## config.mk

```make
export PLATFORM = sky130hd
export DESIGN_NAME = uart_irq_ident
export DESIGN_NICKNAME = d
export VERILOG_FILES = /design/src/rtl/uart_irq_pkg.sv /design/src/rtl/uart_irq_gate.sv /design/src/rtl/uart_irq_prio.sv /design/src/rtl/uart_irq_capture.sv /design/src/rtl/uart_irq_poll.sv /design/src/rtl/uart_irq_ident.sv
export SDC_FILE = /design/constraint.sdc
export NUM_CORES = 1
export LEC_CHECK = 0
export BUFFER_PORTS_ARGS = -buffer_cell sky130_fd_sc_hd__buf_2
export CAP_MARGIN = 40
export CORE_MARGIN = 8
export CORE_UTILIZATION = 41
export DETAILED_ROUTE_END_ITERATION = 16
export PLACE_DENSITY = 0.75
export SLEW_MARGIN = 10
export SYNTH_ARGS = -nofsm -noshare
export SYNTH_HDL_FRONTEND = slang
export SYNTH_SLANG_ARGS = --single-unit
```

## constraint.sdc

```tcl
create_clock -name clk_i -period 0.93 [get_ports clk_i]
set_input_delay 0.1395 -clock clk_i [delete_from_list [all_inputs] [get_ports clk_i]]
set_output_delay 0.1395 -clock clk_i [all_outputs]
set_load 0.01 [all_outputs]
```

## src/rtl/uart_irq_pkg.sv

```systemverilog
package uart_irq_pkg;

  typedef enum logic [3:0] {
    IID_MS   = 4'h0,
    IID_NONE = 4'h1,
    IID_THRE = 4'h2,
    IID_RDA  = 4'h4,
    IID_LS   = 4'h6,
    IID_TO   = 4'hC
  } iid_code_e;

  localparam int unsigned NSRC  = 5;
  localparam int unsigned IER_W = 4;
  localparam int unsigned IID_W = 8;

  // source index order is the priority order, 0 highest
  localparam int unsigned SRC_LS   = 0;
  localparam int unsigned SRC_RDA  = 1;
  localparam int unsigned SRC_TO   = 2;
  localparam int unsigned SRC_THRE = 3;
  localparam int unsigned SRC_MS   = 4;

  localparam int unsigned EN_RX = 0;
  localparam int unsigned EN_TX = 1;
  localparam int unsigned EN_LS = 2;
  localparam int unsigned EN_MS = 3;

  function automatic int unsigned en_bit_of(input int unsigned s);
    case (s)
      SRC_LS:   return EN_LS;
      SRC_THRE: return EN_TX;
      SRC_MS:   return EN_MS;
      default:  return EN_RX;
    endcase
  endfunction

  function automatic logic needs_fifo(input int unsigned s);
    return s == SRC_TO;
  endfunction

  function automatic iid_code_e code_of(input int unsigned s);
    case (s)
      SRC_LS:   return IID_LS;
      SRC_RDA:  return IID_RDA;
      SRC_TO:   return IID_TO;
      SRC_THRE: return IID_THRE;
      default:  return IID_MS;
    endcase
  endfunction

endpackage

```

## src/rtl/uart_irq_gate.sv

```systemverilog
module uart_irq_gate
  import uart_irq_pkg::*;
(
  input  logic [NSRC-1:0]  src_i,
  input  logic [IER_W-1:0] ier_i,
  input  logic             fifo_en_i,
  output logic [NSRC-1:0]  src_o
);

  for (genvar g = 0; g < NSRC; g++) begin : g_src
    localparam int unsigned EB = en_bit_of(g);
    if (needs_fifo(g)) begin : g_fifo
      assign src_o[g] = src_i[g] & ier_i[EB] & fifo_en_i;
    end else begin : g_plain
      assign src_o[g] = src_i[g] & ier_i[EB];
    end
  end

endmodule

```

## src/rtl/uart_irq_prio.sv

```systemverilog
module uart_irq_prio
  import uart_irq_pkg::*;
(
  input  logic [NSRC-1:0] src_i,
  output iid_code_e       code_o
);

  // scan lowest to highest so the highest pending wins
  always_comb begin
    code_o = IID_NONE;
    for (int i = NSRC - 1; i >= 0; i--) begin
      if (src_i[i]) code_o = code_of(i);
    end
  end

endmodule

```

## src/rtl/uart_irq_capture.sv

```systemverilog
module uart_irq_capture
  import uart_irq_pkg::*;
(
  input  logic             clk_i,
  input  logic             rst_ni,
  input  iid_code_e        code_i,
  input  logic             fifo_en_i,
  input  logic             rd_i,
  output logic             irq_o,
  output logic [IID_W-1:0] iid_o,
  output logic             thre_clr_o
);

  iid_code_e code_q;
  logic      fifo_q;

  always_ff @(posedge clk_i or negedge rst_ni) begin
    if (!rst_ni) begin
      code_q <= IID_NONE;
      fifo_q <= 1'b0;
    end else begin
      code_q <= code_i;
      fifo_q <= fifo_en_i;
    end
  end

  assign irq_o = ~code_q[0];

  always_ff @(posedge clk_i or negedge rst_ni) begin
    if (!rst_ni) begin
      iid_o      <= {{(IID_W-4){1'b0}}, IID_NONE};
      thre_clr_o <= 1'b0;
    end else begin
      thre_clr_o <= rd_i && (code_q == IID_THRE);
      if (rd_i) iid_o <= {{2{fifo_q}}, {(IID_W-6){1'b0}}, code_q};
    end
  end

endmodule

```

## src/rtl/uart_irq_poll.sv

```systemverilog
module uart_irq_poll
  import uart_irq_pkg::*;
#(
  parameter int unsigned CNT_W = 5
) (
  input  logic             clk_i,
  input  logic             rst_ni,
  input  logic             fifo_en_i,
  input  logic [IER_W-1:0] ier_i,
  input  logic [CNT_W-1:0] rx_count_i,
  output logic             rx_poll_o,
  output logic             tx_poll_o,
  output logic             rx_ready_o
);

  logic rx_poll_d, tx_poll_d;

  assign rx_poll_d = fifo_en_i & ~ier_i[EN_RX] & ~ier_i[EN_LS];
  assign tx_poll_d = fifo_en_i & ~ier_i[EN_TX];

  always_ff @(posedge clk_i or negedge rst_ni) begin
    if (!rst_ni) begin
      rx_poll_o  <= 1'b0;
      tx_poll_o  <= 1'b0;
      rx_ready_o <= 1'b0;
    end else begin
      rx_poll_o  <= rx_poll_d;
      tx_poll_o  <= tx_poll_d;
      rx_ready_o <= rx_poll_d & (|rx_count_i);
    end
  end

endmodule

```

## src/rtl/uart_irq_ident.sv

```systemverilog
module uart_irq_ident
  import uart_irq_pkg::*;
#(
  parameter int unsigned CNT_W = 5
) (
  input  logic             clk_i,
  input  logic             rst_ni,
  input  logic             fifo_en_i,
  input  logic [3:0]       ier_i,
  input  logic             ls_pend_i,
  input  logic             rda_pend_i,
  input  logic             rx_to_pend_i,
  input  logic             thre_pend_i,
  input  logic             ms_pend_i,
  input  logic [CNT_W-1:0] rx_count_i,
  input  logic             iid_rd_i,
  output logic             irq_o,
  output logic [7:0]       iid_o,
  output logic             thre_clr_o,
  output logic             rx_poll_o,
  output logic             tx_poll_o,
  output logic             rx_ready_o
);

  logic [NSRC-1:0] src_raw, src_en;
  iid_code_e       code_live;

  always_comb begin
    src_raw           = '0;
    src_raw[SRC_LS]   = ls_pend_i;
    src_raw[SRC_RDA]  = rda_pend_i;
    src_raw[SRC_TO]   = rx_to_pend_i;
    src_raw[SRC_THRE] = thre_pend_i;
    src_raw[SRC_MS]   = ms_pend_i;
  end

  uart_irq_gate i_gate (
    .src_i     (src_raw),
    .ier_i     (ier_i),
    .fifo_en_i (fifo_en_i),
    .src_o     (src_en)
  );

  uart_irq_prio i_prio (
    .src_i  (src_en),
    .code_o (code_live)
  );

  uart_irq_capture i_cap (
    .clk_i      (clk_i),
    .rst_ni     (rst_ni),
    .code_i     (code_live),
    .fifo_en_i  (fifo_en_i),
    .rd_i       (iid_rd_i),
    .irq_o      (irq_o),
    .iid_o      (iid_o),
    .thre_clr_o (thre_clr_o)
  );

  uart_irq_poll #(.CNT_W(CNT_W)) i_poll (
    .clk_i      (clk_i),
    .rst_ni     (rst_ni),
    .fifo_en_i  (fifo_en_i),
    .ier_i      (ier_i),
    .rx_count_i (rx_count_i),
    .rx_poll_o  (rx_poll_o),
    .tx_poll_o  (tx_poll_o),
    .rx_ready_o (rx_ready_o)
  );

endmodule

```

Word level (Yosys, flattened, before mapping) --
Index checks and enable logic that the tools add are counted.
Operators by class: div/mod/pow operators 0, shift operators 0, add/subtract/negate cells 0, muxes and demuxes 5, bitwise logic cells 14, order comparisons 0, reduce and logical (&&, ||, !) cells 2, multipliers 0, eq/ne operators 1
Operators by type and width (number):
- 4-bit two-way mux | 3
- 1-bit bitwise AND | 10
- 5-bit OR reduction | 1
- 4-bit by 2-bit equality test with 1-bit output, second input constant | 1
- 1-bit NOT | 4
- 2-bit two-way mux | 1
- 1-bit logical AND | 1
- 1-bit two-way mux | 1
Word-level totals: bits of input ports 18, word-level logic and storage cells 29, memory bits (writable) 0, bits in latches 0, register bits 14, bits in read-only memories 0, memories 0

Depth between registers and ports, before layout --
word-level depth 6, gate-level depth with buffers 2, gate-level depth less buffers 2

By module --
From an unflattened synthesis, not the netlist that was laid out.
Unflattened totals: cell total of the unflattened synthesis 41, area, all modules 553.0 µm²
Modules (own cells, without submodules):
- uart_irq_capture | times used 1, sequential area each 277.8 µm², cells each 24, area an instance 377.9 µm²
- uart_irq_poll | times used 1, sequential area each 75.1 µm², cells each 7, area an instance 103.8 µm²
- uart_irq_prio | times used 1, sequential area each 0.0 µm², cells each 5, area an instance 40.0 µm²
- uart_irq_gate | times used 1, sequential area each 0.0 µm², cells each 5, area an instance 31.3 µm²

Worst setup path before layout --
OpenSTA, ideal clock, no wires.
path kind input to register, start point input rx_count_i[0], end point register i_poll.rx_ready_o, path slack 0.003 ns, data arrival time 0.808 ns, data required time 0.811 ns, path buffers 0, library setup time 0.119 ns, cell stages on the path 2, cell sequence or4_1 > o21a_1
On the way: word-level cells in the longest chain between the ends 2
Ends and longest elaborated chain:
- start, declared | RTL line uart_irq_ident.sv:15 | input logic [CNT_W-1:0] rx_count_i,
- 5-bit OR reduction | RTL line uart_irq_poll.sv:29 | rx_ready_o <= rx_poll_d & (|rx_count_i);
- 1-bit bitwise AND | RTL line uart_irq_poll.sv:29
- end signal, assigned | RTL line uart_irq_poll.sv:29
- end, declared | RTL line uart_irq_poll.sv:13 | output logic rx_ready_o
No other way between the ends. A chain may end at the register's enable or synchronous reset.

Worst setup path after layout --
start point register i_cap.code_q[0], end point output irq_o
On the way: word-level cells in the longest chain between the ends 1
Ends and longest elaborated chain:
- start, declared | RTL line uart_irq_capture.sv:14 | iid_code_e code_q;
- start signal, assigned | RTL line uart_irq_capture.sv:22 | code_q <= code_i;
- 1-bit NOT | RTL line uart_irq_capture.sv:27 | assign irq_o = ~code_q[0];
- end, declared | RTL line uart_irq_ident.sv:17 | output logic irq_o,
No other way between the ends.

==> flow_summary.json <==
{
  "root_buffer": "clkbuf_4",
  "cts_buffer_depth": 2,
  "dp.final_hpwl_um": 978,
  "period_share_pct": 118,
  "hp-start": "fifo_en_i",
  "track_usage_pct": 9.47,
  "design.core.area_um2": 1280,
  "yosysTopAreaCell": "dfrtp_1",
  "synth_warnings": 0,
  "swShare_pct": 22.9,
  "fmax_ghz": 0.907,
  "fin_total_pwr_mw": 1.31,
  "drive_gt1_share_pct": 56.2,
  "drt_pre_antenna_iters": 4,
  "die_area_um2": 2780,
  "grt_pass1_vias": 437,
  "seq_area_frac_synth_pct": 63.9,
  "post-route-drc-count": 0,
  "p_switching_mw": 0.299,
  "postSynthCellCount": 41,
  "hold_depth": 1,
  "cts_tree": "done",
  "antenna_left": 0,
  "synthTopCellsByArea": "dfrtp_1 54%, mux2_2 10%, dfstp_2 9.5%",
  "grt_setup_unrepaired": "true",
  "cts_buffers": 3,
  "max_stage_delay_ns": 0.54,
  "overflow": 0,
  "synth_top_area_share_pct": 54.4,
  "clk_latency_ns": 0.28,
  "nFillCells": 115,
  "rr_startpoint": "i_cap.iid_o[1]",
  "violations": "setup timing",
  "crit_chain": "inv_2 -> buf_6",
  "viasPerCell": 4.81,
  "place_congestion": 0.672,
  "worstSetupPathType": "reg -> out",
  "cellLeakagePower_nw": 0.398,
  "rows": 13,
  "tns_ns": -0.352,
  "io_buffer_count": 28,
  "endpoint_kind": "output port",
  "antenna_cells": 0,
  "wl_mm": 1.15,
  "start_kind": "flop",
  "p_clk_share_pct": 32.5,
  "initial_core_util_pct": 42.9,
  "antenna_found_initial": 0,
  "area_delta_synth_final_pct": 38.5,
  "drt_iter0_markers": 11,
  "pwr-share-seq_pct": 51.9,
  "slew_viol_final": 0,
  "reg2regPathDepth": 2,
  "cap_violations": 0,
  "crit_required_ns": 0.79,
  "status": "finished, violations left",
  "netlist_area_um2": 552,
  "ys_ff_latch": 14,
  "r2r_end": "i_cap.iid_o[1]",
  "finalClockSkew_ns": 0.00342,
  "cp_max_fo": 2,
  "regArea_um2": 353,
  "multi_input_area_um2": 173,
  "syn_avg_cell_area_um2": 13.5,
  "yosysUniqueCellTypes": 20,
  "die_h_um": 52.7,
  "p_per_area_nw_per_um2": 1710,
  "worst_hold_path_type": "in -> reg",
  "cts_num_sinks": 14,
  "combinationalPowerShare_pct": 15.5,
  "fin_ws_ns": -0.172,
  "via_count": 423,
  "worst_hold_path.endpoint": "i_cap.fifo_q",
  "slowest_stage": "dfstp_2",
  "critical_path_arrival_ns": 0.96,
  "avgRoutedWirePerCell_um": 13.1,
  "ff2ff_setup_slack_ns": 0.07,
  "ir_drop_mv": 0.587,
  "ios": 31,
  "finalHoldViolCount": 0,
  "htreeDepth": 1,
  "holdWs_ns": 0.0209,
  "grt_max_degree": 15,
  "setup_viol": 6,
  "clk_pin_slew_ns": 0.08,
  "nets": 92,
  "intPower_mw": 1.01,
  "finalCriticalPeriod_ns": 1.10,
  "grt_pass1_wl_mm": 1.88,
  "fp.dieW_um": 52.7
}
cells in the mapped netlist, drive strengths merged:
master  instances
mux2            5
o311ai          1
dfstp           2
o21a            2
a222oi          1
dfrtp          12
nor2b           1
nor2            1
nor3b           1
a21oi           1
nand3b          1
nand2           2
or4             1
o21ai           1
conb            1
and4b           1
buf             3
and4            1
and2            1
inv             2
worst max-delay path, delay by kind of cell, from the launching register on:
family   cells  cell delay, ns
buf+inv      2            0.15
flops        1            0.54
what timing repair did:
| action | 4_1_cts | 5_1_grt |
|---|---|---|
| setup endpoints to repair | 7 | 10 |
| gates resized for setup | 3 | 1 |
| buffers inserted | 1 | 0 |
| hold buffers | 1 | 0 |
| endpoints found under the hold margin | 12 | 0 |
layout make-up:
| cell class | count | share of cell area (%) |
|---|---|---|
| clock buffers | 4 | 4.75 |
| repair buffers | 30 | 23.1 |
| multi-input cells | 23 | 22.6 |
| well taps | 15 | 2.45 |
| flip-flops and latches | 14 | 46.2 |
| inverters | 2 | 0.982 |
worst max path at each step:
stage | from | end | cells past startpoint
2_1_floorplan | rx_count_i[0] | i_poll.rx_ready_o | 2
4_1_cts | i_cap.code_q[0] | irq_o | 2
5_1_grt | i_cap.code_q[0] | irq_o | 2
3_3_place_gp | rx_count_i[0] | i_poll.rx_ready_o | 3
6_report | i_cap.code_q[0] | irq_o | 2
3_5_place_dp | rx_count_i[0] | i_poll.rx_ready_o | 3
routing by layer:
| layer | global-route usage (%) | share of wire, % |
|---|---|---|
| met2 | 16.0 | 55 |
| met1 | 8.44 | 32 |
| met4 | 10.3 | 3.5 |
| met5 | 0 | 0 |
| met3 | 2.56 | 8.9 |
cell usage in the layout (no fill, tap or decap), types with 2 or more instances in the layout:
cell      count
buf_6         3
buf_2        25
nand2_1       2
clkbuf_4      3
mux2_2        5
dfstp_2       2
dfrtp_1      12
o21a_1        2
conb_1        2
power by group through the flow:
| stage | clock [mW] | combinational (mW) | sequential (mW) |
|---|---|---|---|
| global route | 0.474 | 0.224 | 0.688 |
| global placement | 0 | 0.178 | 0.688 |
| detailed placement | 0 | 0.182 | 0.690 |
| CTS | 0.438 | 0.206 | 0.680 |
| floorplan | 0 | 0.0725 | 0.705 |
| finish | 0.426 | 0.203 | 0.680 |
state kept, by name, summed over array words and instances (netlist names):
signal,cells
i_cap.code_q,4
i_cap.fifo_q,1
i_cap.thre_clr_o,1
i_poll.rx_poll_o,1
i_poll.rx_ready_o,1
i_cap.iid_o,5
i_poll.tx_poll_o,1
cells by family (layout without fill, tap and decap cells):
logic type	count (synthesis)	count (layout)	share of synthesized area (%)
compound gates	6	6	7.93
buf+inv	5	36	5.44
flops	14	14	63.9
mux	5	5	10.2
other cells	1	2	0.680
simple gates	10	10	11.8
metrics by stage:
stage / std cells / cell area, um2 / util [%] / worst slack [ns]
floorplan: 42 / 556 / - / 0.00302
global route: 88 / 764 / 59.5 / -0.218
finish: 88 / 764 / 59.5 / -0.172
global placement: 82 / 692 / 53.8 / -0.0930
detailed placement: 82 / 692 / 53.8 / -0.133
CTS: 88 / 758 / 59.0 / -0.186
(Power assumes the default switching activity.)
